## config.mk

```make
export PLATFORM = sky130hd
export DESIGN_NAME = spi_cs_sleep_timer
export DESIGN_NICKNAME = d
export VERILOG_FILES = /design/src/rtl/spi_cst_pkg.sv /design/src/rtl/spi_cst_prescaler.sv /design/src/rtl/spi_cst_unit_counter.sv /design/src/rtl/spi_cs_sleep_timer.sv
export SDC_FILE = /design/constraint.sdc
export NUM_CORES = 1
export LEC_CHECK = 0
export ABC_AREA = 0
export BUFFER_PORTS_ARGS = -buffer_cell sky130_fd_sc_hd__buf_4
export CORE_MARGIN = 2
export CORE_UTILIZATION = 52
export DETAILED_ROUTE_END_ITERATION = 16
export PLACE_DENSITY = 0.75
export SLEW_MARGIN = 20
export SYNTH_ARGS = -nofsm -noshare
export SYNTH_HDL_FRONTEND = slang
export SYNTH_SLANG_ARGS = --single-unit
```

## constraint.sdc

```tcl
create_clock -name clk -period 2.05 [get_ports clk]
set_input_delay 0.3075 -clock clk [delete_from_list [all_inputs] [get_ports clk]]
set_output_delay 0.3075 -clock clk [all_outputs]
set_load 0.03 [all_outputs]
```

## src/rtl/spi_cst_pkg.sv

```systemverilog
// Shared types for the chip-select / sleep delay timer.
// Assumes: a single-bit instruction kind selects between the two instructions.
package spi_cst_pkg;
    typedef enum logic [1:0] {
        ST_IDLE = 2'd0,
        ST_PRE  = 2'd1,
        ST_RUN  = 2'd2
    } cst_state_t;

    typedef enum logic {
        OP_SLEEP = 1'b0,
        OP_CS    = 1'b1
    } cst_kind_t;
endpackage

```

## src/rtl/spi_cst_prescaler.sv

```systemverilog
// Prescaler: counts fast cycles and emits one tick per delay unit of
// 2*(div+1) cycles. Assumes div_i is stable while enable_i is high.
// clear_i has priority over counting.
module spi_cst_prescaler #(
    parameter int DIV_W = 4
) (
    input  logic             clk,
    input  logic             rst_n,
    input  logic             clear_i,
    input  logic             enable_i,
    input  logic [DIV_W-1:0] div_i,
    output logic             tick_o
);
    localparam int PC_W = DIV_W + 1;

    logic [PC_W-1:0] pc_q;
    logic [PC_W-1:0] last_c;

    // Final count of a unit: 2*div + 1.
    assign last_c = {div_i, 1'b1};
    assign tick_o = enable_i && (pc_q == last_c);

    // Fast-cycle counter, wrapping at the end of each unit.
    always_ff @(posedge clk) begin
        if (!rst_n || clear_i) begin
            pc_q <= '0;
        end else if (enable_i) begin
            pc_q <= tick_o ? '0 : pc_q + 1'b1;
        end
    end


    pc_range_chk: assert property (@(posedge clk) disable iff (!rst_n)
        enable_i |-> (pc_q <= last_c));
endmodule

```

## src/rtl/spi_cst_unit_counter.sv

```systemverilog
// Unit counter: counts prescaler ticks and flags a match with the target.
// Assumes the controller clears it before a new target is applied.
module spi_cst_unit_counter #(
    parameter int CNT_W = 8
) (
    input  logic             clk,
    input  logic             rst_n,
    input  logic             clear_i,
    input  logic             tick_i,
    input  logic [CNT_W-1:0] target_i,
    output logic             match_o
);
    logic [CNT_W-1:0] uc_q;

    assign match_o = (uc_q == target_i);

    // Count one per completed delay unit; clear has priority.
    always_ff @(posedge clk) begin
        if (!rst_n || clear_i) begin
            uc_q <= '0;
        end else if (tick_i) begin
            uc_q <= uc_q + 1'b1;
        end
    end


    uc_bound_chk: assert property (@(posedge clk) disable iff (!rst_n)
        !clear_i |-> (uc_q <= target_i));
endmodule

```

## src/rtl/spi_cs_sleep_timer.sv

```systemverilog
// Chip-select / sleep delay timer (top).
// Runs one instruction at a time: sleep (wait t units after a one-cycle
// setup) or chip-select (wait d units, load chip-select, wait d units again).
// Assumes prescale_div is stable while busy and CS_W <= SLEEP_W.
module spi_cs_sleep_timer
    import spi_cst_pkg::*;
#(
    parameter int CS_W    = 4,
    parameter int DIV_W   = 4,
    parameter int SLEEP_W = 8,
    parameter int CSD_W   = 2
) (
    input  logic                     clk,
    input  logic                     rst_n,
    input  logic [DIV_W-1:0]         prescale_div,
    input  logic                     instr_valid,
    output logic                     instr_ready,
    input  logic                     instr_kind,
    input  logic [CSD_W+SLEEP_W-1:0] instr_arg,
    output logic [CS_W-1:0]          cs_n
);
    localparam int ARG_W   = CSD_W + SLEEP_W;
    localparam int CSD_LSB = SLEEP_W;

    cst_state_t          state_q;
    cst_kind_t           kind_q;
    logic [SLEEP_W-1:0]  target_q;
    logic                early_q;
    logic [CS_W-1:0]     payload_q;
    logic                repeat_q;
    logic [CS_W-1:0]     cs_q;

    logic accept, in_run, cs_kind, match, tick;
    logic pass_switch, cs_update, finish, counter_clear;
    logic [CSD_W-1:0] csd_field;

    assign csd_field     = instr_arg[ARG_W-1:CSD_LSB];
    assign instr_ready   = (state_q == ST_IDLE);
    assign accept        = instr_valid && instr_ready;
    assign in_run        = (state_q == ST_RUN);
    assign cs_kind       = (kind_q == OP_CS);
    assign pass_switch   = in_run && cs_kind && !early_q && match && !repeat_q;
    assign cs_update     = in_run && cs_kind && !repeat_q && (early_q || match);
    assign finish        = in_run && (cs_kind ? (early_q || (match && repeat_q)) : match);
    assign counter_clear = !in_run || pass_switch;
    assign cs_n          = cs_q;

    spi_cst_prescaler #(.DIV_W(DIV_W)) presc_i (
        .clk      (clk),
        .rst_n    (rst_n),
        .clear_i  (counter_clear),
        .enable_i (in_run),
        .div_i    (prescale_div),
        .tick_o   (tick)
    );

    spi_cst_unit_counter #(.CNT_W(SLEEP_W)) units_i (
        .clk      (clk),
        .rst_n    (rst_n),
        .clear_i  (counter_clear),
        .tick_i   (tick),
        .target_i (target_q),
        .match_o  (match)
    );

    // Sequencing: idle -> (setup for sleep) -> run -> idle.
    always_ff @(posedge clk) begin
        if (!rst_n) begin
            state_q <= ST_IDLE;
        end else begin
            case (state_q)
                ST_IDLE: if (accept) state_q <= (instr_kind == OP_CS) ? ST_RUN : ST_PRE;
                ST_PRE:  state_q <= ST_RUN;
                ST_RUN:  if (finish) state_q <= ST_IDLE;
                default: state_q <= ST_IDLE;
            endcase
        end
    end

    // Capture the instruction fields at acceptance.
    always_ff @(posedge clk) begin
        if (!rst_n) begin
            kind_q    <= OP_SLEEP;
            target_q  <= '0;
            early_q   <= 1'b0;
            payload_q <= '0;
        end else if (accept) begin
            kind_q    <= cst_kind_t'(instr_kind);
            early_q   <= (csd_field == '0);
            payload_q <= instr_arg[CS_W-1:0];
            target_q  <= (instr_kind == OP_CS)
                         ? SLEEP_W'(csd_field)
                         : instr_arg[SLEEP_W-1:0];
        end
    end

    // Repeat flag: marks the second delay pass of a chip-select.
    always_ff @(posedge clk) begin
        if (!rst_n || !in_run) begin
            repeat_q <= 1'b0;
        end else if (pass_switch) begin
            repeat_q <= 1'b1;
        end
    end

    // Chip-select output register, loaded between the two passes.
    always_ff @(posedge clk) begin
        if (!rst_n) begin
            cs_q <= '1;
        end else if (cs_update) begin
            cs_q <= payload_q;
        end
    end


    busy_after_accept_chk: assert property (@(posedge clk) disable iff (!rst_n)
        (instr_valid && instr_ready) |=> !instr_ready);


    cs_quiet_chk: assert property (@(posedge clk) disable iff (!rst_n)
        !$stable(cs_n) |-> ($past(!instr_ready) && $past(kind_q == OP_CS)));


    repeat_kind_chk: assert property (@(posedge clk) disable iff (!rst_n)
        repeat_q |-> (kind_q == OP_CS && !early_q));


    second_pass_fresh_chk: assert property (@(posedge clk) disable iff (!rst_n)
        $rose(repeat_q) |-> (!match || target_q == '0) && !instr_ready);
endmodule

```

# Yosys cells after proc, flatten, opt, wreduce, memory -nomap -nowiden
# Cells that the tools add are included.
[totals]
reg_bits = 34
output_inout_bits = 5
[classes]
addsub = 2
n_eq_ne = 6
muxes = 7
reduce_logical = 22
[ops]
columns = ["cell", "n"]
rows = [
  ["1-bit logical AND", 10],
  ["8-bit by 1-bit adder with 8-bit output, second input constant", 1],
  ["8-bit == test", 1],
  ["8-bit 2-to-1 mux", 1],
  ["2-bit 2-to-1 mux", 3],
  ["2-bit one-hot mux with 3 select lines", 1],
  ["5-bit by 1-bit adder with 5-bit output, second input constant", 1],
  ["5-bit == test", 1],
  ["1-bit logical OR", 5],
  ["5-bit 2-to-1 mux", 1],
  ["1-bit zero test", 4],
  ["2-bit zero test", 2],
  ["2-bit by 1-bit != test with 1-bit output, second input constant", 2],
  ["2-bit by 1-bit == test with 1-bit output, second input constant", 1],
  ["2-bit == test, second input constant", 1],
  ["2-bit AND reduction", 1],
  ["1-bit 2-to-1 mux", 1],
]

# Depth between registers and ports, before layout
# Gate-level depths: netlist of the first run.
[depth]
depth_word = 7
mapped_depth = 7
mapped_depth_nobuf = 5

# Cells and area by module
# Synthesis of the first run repeated with hierarchy kept, for this count alone.
[unflattened]
cells_unflattened = 182
hier_area_um2 = 1611.5
[modules_own_cells]
columns = ["module", "instances", "cells_each", "area_per_inst_um2"]
rows = [
  ["spi_cs_sleep_timer", 1, 101, 890.9],
  ["spi_cst_unit_counter", 1, 50, 434.2],
  ["spi_cst_prescaler", 1, 31, 286.5],
]

# Worst setup path before layout of the first run
# Ideal clock, no wire load.
[synth_path]
kind = "flip-flop to flip-flop"
start = "register state_q[1]"
end = "register target_q[3]"
arrival_time_ns = 1.576
setup_slack_ns = 0.398
path_stages_with_launch = 7
path_buffers = 2
synth_period_minus_slack_ns = 1.652
path_cell_list = "dfxtp_1 nor2_1 and2_1 clkbuf_1 buf_2 nand3b_1 a21boi_0"
[synth_between]
elab_chain_len = 2
[synth_rtl]
columns = ["item", "line", "source"]
rows = [
  ["start: declaration", "spi_cs_sleep_timer.sv:25", "cst_state_t state_q;"],
  ["start signal: assignment", "spi_cs_sleep_timer.sv:72", "ST_IDLE: if (accept) state_q <= (instr_kind == OP_CS) ? ST_RUN : ST_PRE;"],
  ["2-bit zero test", "spi_cs_sleep_timer.sv:38", "assign instr_ready = (state_q == ST_IDLE);"],
  ["via instr_ready", "spi_cs_sleep_timer.sv:17", "output logic instr_ready,"],
  ["1-bit logical AND", "spi_cs_sleep_timer.sv:39", "assign accept = instr_valid && instr_ready;"],
  ["end signal: assignment", "spi_cs_sleep_timer.sv:91", "target_q <= (instr_kind == OP_CS)"],
  ["end: declaration", "spi_cs_sleep_timer.sv:27", "logic [SLEEP_W-1:0] target_q;"],
]
# The timed path passes the listed nets, and every way through them passes these cells.
# A chain may end at the register's enable or synchronous reset.

# Final worst setup path of the first run
[layout_path]
start = "register presc_i.pc_q[2]"
end = "register units_i.uc_q[3]"
[layout_between]
elab_chain_len = 2
[layout_rtl]
columns = ["item", "line", "source"]
rows = [
  ["start: declaration", "spi_cst_prescaler.sv:16", "logic [PC_W-1:0] pc_q;"],
  ["start signal: assignment", "spi_cst_prescaler.sv:28", "pc_q <= tick_o ? '0 : pc_q + 1'b1;"],
  ["5-bit == test", "spi_cst_prescaler.sv:21", "assign tick_o = enable_i && (pc_q == last_c);"],
  ["1-bit logical AND", "spi_cst_prescaler.sv:21", ""],
  ["end signal: assignment", "spi_cst_unit_counter.sv:22", "uc_q <= uc_q + 1'b1;"],
  ["end: declaration", "spi_cst_unit_counter.sv:13", "logic [CNT_W-1:0] uc_q;"],
]
# No other way between the ends.

==> metrics.txt, run 1 <==
commonest non-fill, non-tap cell in the layout dfxtp_1; CTS clk-pin slew, worst paths 0.10 ns; H-Tree Depth 2; gpl congestion 0.800; HP Class primary input to flop; DRT iter0 DRCs 73; die area 0.00399 mm2; worst vdd ir 0.000481 V; Design Area, Final 0.00203 mm2; Die Wd 63.2 um; Diodes inserted 0; syn_area_per_cell 8.55 um2; final count of hold timing violations 0; most frequent cells in the layout dfxtp_1 (34), nand2_1 (28), buf_4 (26); Slew Viols, Final 0; synth warn 0; Sequential Power Share 55.9%; sequential share of the synthesized area 37.4%; Pre-antenna DRT Iters 4; Clk Latency, worst-skew pair 0.33 ns; Net Sw Frac 28.0%; pre-CTS setup slack 0.280 ns; fin crit share 84.3%; WL per Instance 12.4 um; FP Rows 21; Top FF cell, synth dfxtp_1; core area 0.00336 mm2; Chip Height 63.2 um; post-route ant nets 0; Longest Clk Path Bufs 2; Ports 23; PortBufs 22; initial antenna violation count 0; post-layout min period 1.73 ns; CP cell instances xnor2_1 -> nand3_1 -> or4_1 -> a21oi_2; Net Sw Power 0.000354 W; post-route setup TNS 0 ns; Root Driver clkbuf_4; Slew @ Worst Pin 0.471 ns; synthesized netlist cell count 213; final setup violating endpoints 0; DP HPWL 2.47 mm; PD cells 622 mW/mm2; routed via count 1555; # hold bufs at CTS 0; vias per cell 5.61; Max Cap Viol 0; Critical Path Start Type flop; Netlist cell types 39; combinational power share 17.1%; RSZ-0062 raised after global routing no; Post-synth EDFFs 0; DRC errors left 0; Finished Core Util 60.5%; relative slew slack 68.6%; Initial Util 54.2%; Crit. End Element flop; Area Overhead vs Synth 11.6%; Syn Nets 233; Leak 0.691 nW; gr usage total 19.3%; Crit Path Class flop to flop; Req. time, crit path 2.33 ns; Total Power 0.00126 W; DRT Wirelength 3.45 mm; CTS sink cnt 34; Inserted Clock Buffers 5; Fmax achieved 579 MHz; Arr. time, crit path 2.00 ns; Clock Power Share 27.0%; Async SR Flop Fraction 0%; Crit path largest cell delay 0.63 ns; largest net degree at the start of global routing 34; cells resized by post-CTS repair 0; run status complete, no violations; setup ws final 0.321 ns; Slowest cell on crit path or4_1; Worst Skew 0.00603 ns; CTS tree built; global-route wire length before repair 6.13 mm; worst-path fanout max 14; area of placed instances 0.00199 mm2; GR Overflow Total 0; vias in the first global route 1354; # nets final 251; cell area after synthesis 0.00182 mm2; Pint 0.000910 W; flops & latches, synth 34; share of cells above drive strength 1 17.3%; Post-CTS Setup Bufs 0
## metal layers
| layer | vias up | GRT usage [%] | wire length, um |
|---|---|---|---|
| met1 | 710 | 27.0 | 1700 |
| met3 | 7 | 4.82 | 191 |
| li1 | 795 | - | - |
| met4 | 0 | 7.34 | 55 |
| met2 | 43 | 28.6 | 1500 |
| met5 | - | 0 | 0 |
## state kept, by name (all words and copies together) (netlist names)
name	flops
target_q	8
units_i.uc_q	8
presc_i.pc_q	5
cs_n	4
payload_q	4
state_q	2
cs_kind	1
early_q	1
repeat_q	1
## critical path, delay by kind of cell (launching register included)
kind / cells / cell delay, ns
flops: 1 / 0.41
xor+xnor: 1 / 0.16
compound gates: 1 / 0.14
simple gates: 2 / 0.97
## power groups by stage
stage / logic, W / registers, W / clock network (W)
finish: 0.000216 / 0.000707 / 0.000342
global route: 0.000242 / 0.000710 / 0.000377
CTS: 0.000218 / 0.000706 / 0.000350
detailed placement: 0.000218 / 0.000722 / 0
global placement: 0.000216 / 0.000721 / 0
floorplan: 0.000157 / 0.000724 / 0
## synthesized netlist by cell type, types with 2 or more instances
cell type  number  area, um2
nor3_1          6       30.0
nand4_1         5       31.3
nor4_1          4       25.0
o211a_1         2       20.0
buf_6           3       33.8
nor3b_1         2       15.0
buf_2           3       15.0
nand3_1         6       30.0
clkbuf_1        8       30.0
ha_1            2       25.0
nand2b_1        4       25.0
nand4b_1        2       17.5
and3_1          2       12.5
a31oi_1         2       12.5
o31ai_1         4       30.0
a21oi_2         5       43.8
a21oi_1         9       45.0
nand2_1        28        105
xnor2_1        12        105
or4_1           4       30.0
xor2_1          3       26.3
nand3b_1       14        105
inv_1           2       7.51
o41ai_1         2       17.5
dfxtp_1        34        681
nor2_1         12       45.0
o21ai_0         7       35.0
a21boi_0       13       97.6
mux2i_1         2       20.0
or3_1           2       12.5
## worst paths after layout
kind | from | endpoint | slack (ns) | cells after the start
max | presc_i.pc_q[2] | units_i.uc_q[3] | 0.32 | 4
min | instr_kind | state_q[0] | 0.22 | 2
max reg2reg | presc_i.pc_q[2] | units_i.uc_q[3] | 0.32 | 4
min reg2reg | payload_q[3] | payload_q[3] | 0.47 | 2
## stage by stage
| step | hold WS (ns) | cells |
|---|---|---|
| 3_5_place_dp | 0.466 | 270 |
| 3_3_place_gp | 0.455 | 270 |
| 4_1_cts | 0.212 | 277 |
| 2_1_floorplan | 0.437 | 213 |
| 6_report | 0.223 | 277 |
| 5_1_grt | 0.215 | 277 |
## cell type report
cell class                      count  area (um2)
Tap cell                           46        57.6
Fill cell                         338        1330
Timing Repair Buffer               26         195
Multi-Input combinational cell    162        1050
Inverter                            2        7.51
Clock buffer                        7        45.0
Sequential cell                    34         681
## logic make-up (layout without fill, tap and decap cells)
kind of cell / Yosys count / count (layout) / share of synthesized area [%]
flip-flops: 34 / 34 / 37.4
AND/OR/NAND/NOR: 98 / 98 / 30.3
buffers and inverters: 17 / 35 / 5.15
multiplexers: 2 / 2 / 1.10
AO/OA/AOI/OAI: 45 / 45 / 17.5
XOR/XNOR: 15 / 15 / 7.21
adder cells (fa/ha/maj): 2 / 2 / 1.37
No activity file was read; power rests on OpenSTA's default activity.
==> run 2, diff against run 1 <==
Settings changed: CORE_UTILIZATION 52 to 51, PLACE_DENSITY 0.75 to 0.76.
Clock period 2.05 ns to 1.5 ns, I/O delays scaled along.
==> metrics.txt, run 2 (synthesis results as in run 1) <==
CTS sink cnt 34; CTS tree built; Fmax achieved 678 MHz; CP cell instances nand3_1 -> or2_2 -> or4_4 -> a21oi_2; CTS clk-pin slew, worst paths 0.11 ns; Leak 0.862 nW; most frequent cells in the layout buf_4 (50), nand2_1 (28), dfxtp_1 (26); DRC errors left 0; Slew Viols, Final 0; DRT iter0 DRCs 58; PD cells 787 mW/mm2; Clk Latency, worst-skew pair 0.33 ns; routed via count 1650; fin crit share 98.3%; DP HPWL 2.81 mm; Total Power 0.00188 W; Slew @ Worst Pin 0.297 ns; Hold Path Origin instr_kind; Placed Cells 291; Diodes inserted 0; Reg-to-Reg Start units_i.uc_q[4]; relative slew slack 80.1%; worst-path fanout max 3; largest net degree at the start of global routing 34; Largest regs target_q x8, units_i.uc_q x8, presc_i.pc_q x5; Initial Util 53.7%; post-route ant nets 0; Critical Path Start Type flop; initial antenna violation count 0; Fillers 274; share of cells above drive strength 1 35.7%; Die Wd 63.8 um; WL per Instance 13.4 um; FP Rows 21; post-layout min period 1.47 ns; HP Class primary input to flop; vias per cell 5.43; Worst Reg-to-Reg Cells 4; worst vdd ir 0.000590 V; Worst Skew 0.0145 ns; gr usage total 20.8%; worst hold path endpoint state_q[0]; register area 691 um2; Crit Path Class flop to flop; Crit. End Element flop; Ports 23; Root Driver clkbuf_4; GR Overflow Total 0; Chip Height 63.8 um; Slowest cell on crit path dfxtp_1; Finished Core Util 70.4%; reg2reg end units_i.uc_q[6]; commonest non-fill, non-tap cell in the layout buf_4; die area 0.00407 mm2; Pre-antenna DRT Iters 6; Multi-input gate area 0.00118 mm2; final setup violating endpoints 0; vias in the first global route 1505; H-Tree Depth 2; gpl congestion 0.833; Longest Clk Path Bufs 2; Inserted Clock Buffers 5; Area Overhead vs Synth 31.0%; Max Cap Viol 0; global-route wire length before repair 6.60 mm; Arr. time, crit path 1.76 ns; final count of hold timing violations 0; core area 0.00339 mm2; Cells on Worst Hold Path 2; PortBufs 22; run status complete, no violations; DRT Wirelength 4.08 mm; Crit path largest cell delay 0.42 ns; # nets final 277; Layout Cells excl Fill 304; reg2reg setup slack 0.03 ns; Req. time, crit path 1.78 ns
==> run 2: layer usage <==
metal	track usage (%)	routed length [um]
met1	26.7	1910
met2	34.2	2000
met3	5.11	142
met4	6.79	19
met5	0	0
==> run 2: worst max-delay path: cells and delay by family, from the launching register on <==
kind	cells	cell delay (ns)
compound gates	1	0.12
flops	1	0.42
simple gates	3	0.87
==> run 2: worst max path at each step <==
| stage | start | to | slack, ns | depth (start not counted) |
|---|---|---|---|---|
| 2_1_floorplan | state_q[1] | target_q[3] | 0.02 | 6 |
| 3_3_place_gp | prescale_div[3] | units_i.uc_q[7] | -0.06 | 6 |
| 3_5_place_dp | prescale_div[3] | units_i.uc_q[7] | -0.08 | 6 |
| 4_1_cts | presc_i.pc_q[3] | units_i.uc_q[6] | 0.002 | 5 |
| 5_1_grt | units_i.uc_q[4] | units_i.uc_q[6] | -0.02 | 4 |
| 6_report | units_i.uc_q[4] | units_i.uc_q[6] | 0.03 | 4 |
==> run 2: final cells by class <==
class                      instances  area share (%)
clock buffer                       7            2.31
sequential                        34            28.9
multi-input combinational        163            49.6
inverter                           2           0.314
timing repair buffer              51            16.2
clock inverter                     1           0.210
tap                               46            2.41
==> run 2: stage by stage <==
stage	hold slack [ns]	setup slack [ns]	TNS (ns)	instance area (um2)
floorplan	0.370	0.0177	0	1820
global placement	0.454	-0.0595	-0.288	2150
detailed placement	0.464	-0.0849	-0.443	2150
CTS	0.134	0.00174	0	2250
global route	0.135	-0.0186	-0.0272	2390
finish	0.139	0.0250	0	2390
==> run 2: power breakdown <==
| group | switching, W | internal (W) |
|---|---|---|
| Clock | 0.000307 | 0.000227 |
| Sequential | 0.0000263 | 0.000939 |
| Combinational | 0.000200 | 0.000181 |
| Total | 0.000533 | 0.00135 |
==> run 2: repair_timing <==
item / 4_1_cts / 5_1_grt
gates resized for setup: 5 / 23
buffers inserted: 0 / 4
pin swaps: 0 / 10
endpoints found under the setup margin: 7 / 13
gates cloned: 1 / 0
hold buffers: 0 / 0
==> run 3, diff against run 2 <==
Settings changed: CORE_UTILIZATION 51 to 52, PLACE_DENSITY 0.76 to 0.75, SLEW_MARGIN 20 to 10.
Clock period 1.5 ns to 1.4 ns, I/O delays scaled along.
==> metrics.txt, run 3 (synthesis results as in run 1) <==
run status finished, violations left; failing checks negative setup slack; pre-CTS setup slack -0.163 ns; gr usage total 24.7%; die area 0.00399 mm2; Critical Path Start Type flop; largest net degree at the start of global routing 21; DRC errors left 0; Longest Clk Path Bufs 2; routed via count 1760; post-route ant nets 0; worst vdd ir 0.000499 V; WL per Instance 15.7 um; Fmax achieved 671 MHz; Pre-antenna DRT Iters 4; most frequent cells in the layout buf_4 (47), nand2_1 (26), dfxtp_1 (22); final setup violating endpoints 5; Worst Reg-to-Reg Cells 4; Placed Cells 294; core area 0.00336 mm2; Initial Util 54.2%; vias per cell 5.70; H-Tree Depth 2; vias in the first global route 1687; RSZ-0062 raised after global routing yes; # nets final 283; fin crit share 106%; commonest non-fill, non-tap cell in the layout buf_4; initial antenna violation count 0; gpl congestion 0.904; Area Overhead vs Synth 43.2%; PortBufs 22; CTS sink cnt 34; Slowest cell on crit path or4_4; reg2reg end units_i.uc_q[6]; Req. time, crit path 1.68 ns; Hold Path Origin instr_kind; CTS tree built; DRT Wirelength 4.86 mm; Crit path largest cell delay 0.48 ns; Slew @ Worst Pin 0.275 ns; Slew Viols, Final 0; Max Cap Viol 0; Cells on Worst Hold Path 2; Root Driver clkbuf_4; worst-path fanout max 5; CP cell instances nand3_1 -> or2_4 -> or4_4 -> a21oi_2; Crit. End Element flop; # hold bufs at CTS 0; HP Class primary input to flop; share of cells above drive strength 1 46.8%; Worst Skew 0.00859 ns; Worst path top cell family by delay simple AND/OR/NAND/NOR gates; GR Overflow Total 0; setup ws final -0.0895 ns; post-layout min period 1.49 ns; Diodes inserted 0; DRT iter0 DRCs 111; worst hold path endpoint state_q[0]; Leak 0.917 nW; global-route wire length before repair 7.77 mm; Die Wd 63.2 um; Arr. time, crit path 1.77 ns; final count of hold timing violations 0; reg2reg setup slack -0.09 ns; DP HPWL 3.01 mm; FP Rows 21; Inserted Clock Buffers 5; Ports 23; Largest regs target_q x8, units_i.uc_q x8, presc_i.pc_q x5; Reg-to-Reg Start units_i.uc_q[4]; Clk Latency, worst-skew pair 0.33 ns; Crit Path Class flop to flop; Layout Cells excl Fill 309; CTS clk-pin slew, worst paths 0.10 ns; Chip Height 63.2 um; PD cells 774 mW/mm2; relative slew slack 81.5%; Buf/Inv on CP 0
run 3: changes by cell type in the layout (fill, tap and decap cells not counted), moves of 4 or more:
cell / before / now
dfxtp_4: 0 / 4
dfxtp_1: 26 / 22
nor3_1: 6 / 1
buf_6: 1 / 7
nor3_2: 0 / 5
run 3: worst max path at each step:
stage / cells past startpoint / start / endpoint
6_report: 4 / units_i.uc_q[4] / units_i.uc_q[6]
5_1_grt: 4 / units_i.uc_q[4] / units_i.uc_q[6]
4_1_cts: 5 / state_q[0] / units_i.uc_q[3]
3_5_place_dp: 5 / presc_i.pc_q[1] / units_i.uc_q[7]
3_3_place_gp: 6 / prescale_div[3] / units_i.uc_q[7]
2_1_floorplan: 5 / state_q[0] / units_i.uc_q[5]
run 3: report_power, final:
| part | internal (W) | switching (W) |
|---|---|---|
| registers | 0.000999 | 0.0000320 |
| logic | 0.000232 | 0.000247 |
| clock network | 0.000189 | 0.000319 |
| total | 0.00142 | 0.000598 |
run 3: cell type report:
cell class,instances,area [um2]
Multi-Input combinational cell,163,1320
Fill cell,250,754
Sequential cell,34,706
Timing Repair Buffer,57,477
Tap cell,46,57.6
Clock buffer,7,45.0
Inverter,2,7.51
run 3: timing repair:
item | in CTS | in global routing
gates resized for setup | 23 | 38
setup endpoints to repair | 17 | 18
buffers inserted | 2 | 4
pin swaps | 16 | 17
cloned | 2 | 0
run 3: per-layer routing:
| layer | vias up | part of all wire (%) | global-route usage [%] |
|---|---|---|---|
| met2 | 54 | 51 | 40.8 |
| met4 | 0 | 1.2 | 7.07 |
| met3 | 6 | 5.3 | 7.32 |
| met1 | 831 | 42 | 31.3 |
| met5 | - | 0 | 0 |
| li1 | 869 | - | - |
run 3: through the flow:
step	setup TNS, ns	cell area, um2	util [%]	power, W	hold WS, ns
finish	-0.232	2610	77.6	0.00202	0.128
global route	-0.700	2610	77.6	0.00212	0.112
CTS	-0.0568	2390	71.0	0.00196	0.113
detailed placement	-1.06	2220	66.0	0.00144	0.464
global placement	-0.809	2220	66.0	0.00143	0.458
floorplan	-0.00829	1860	-	0.00130	0.355
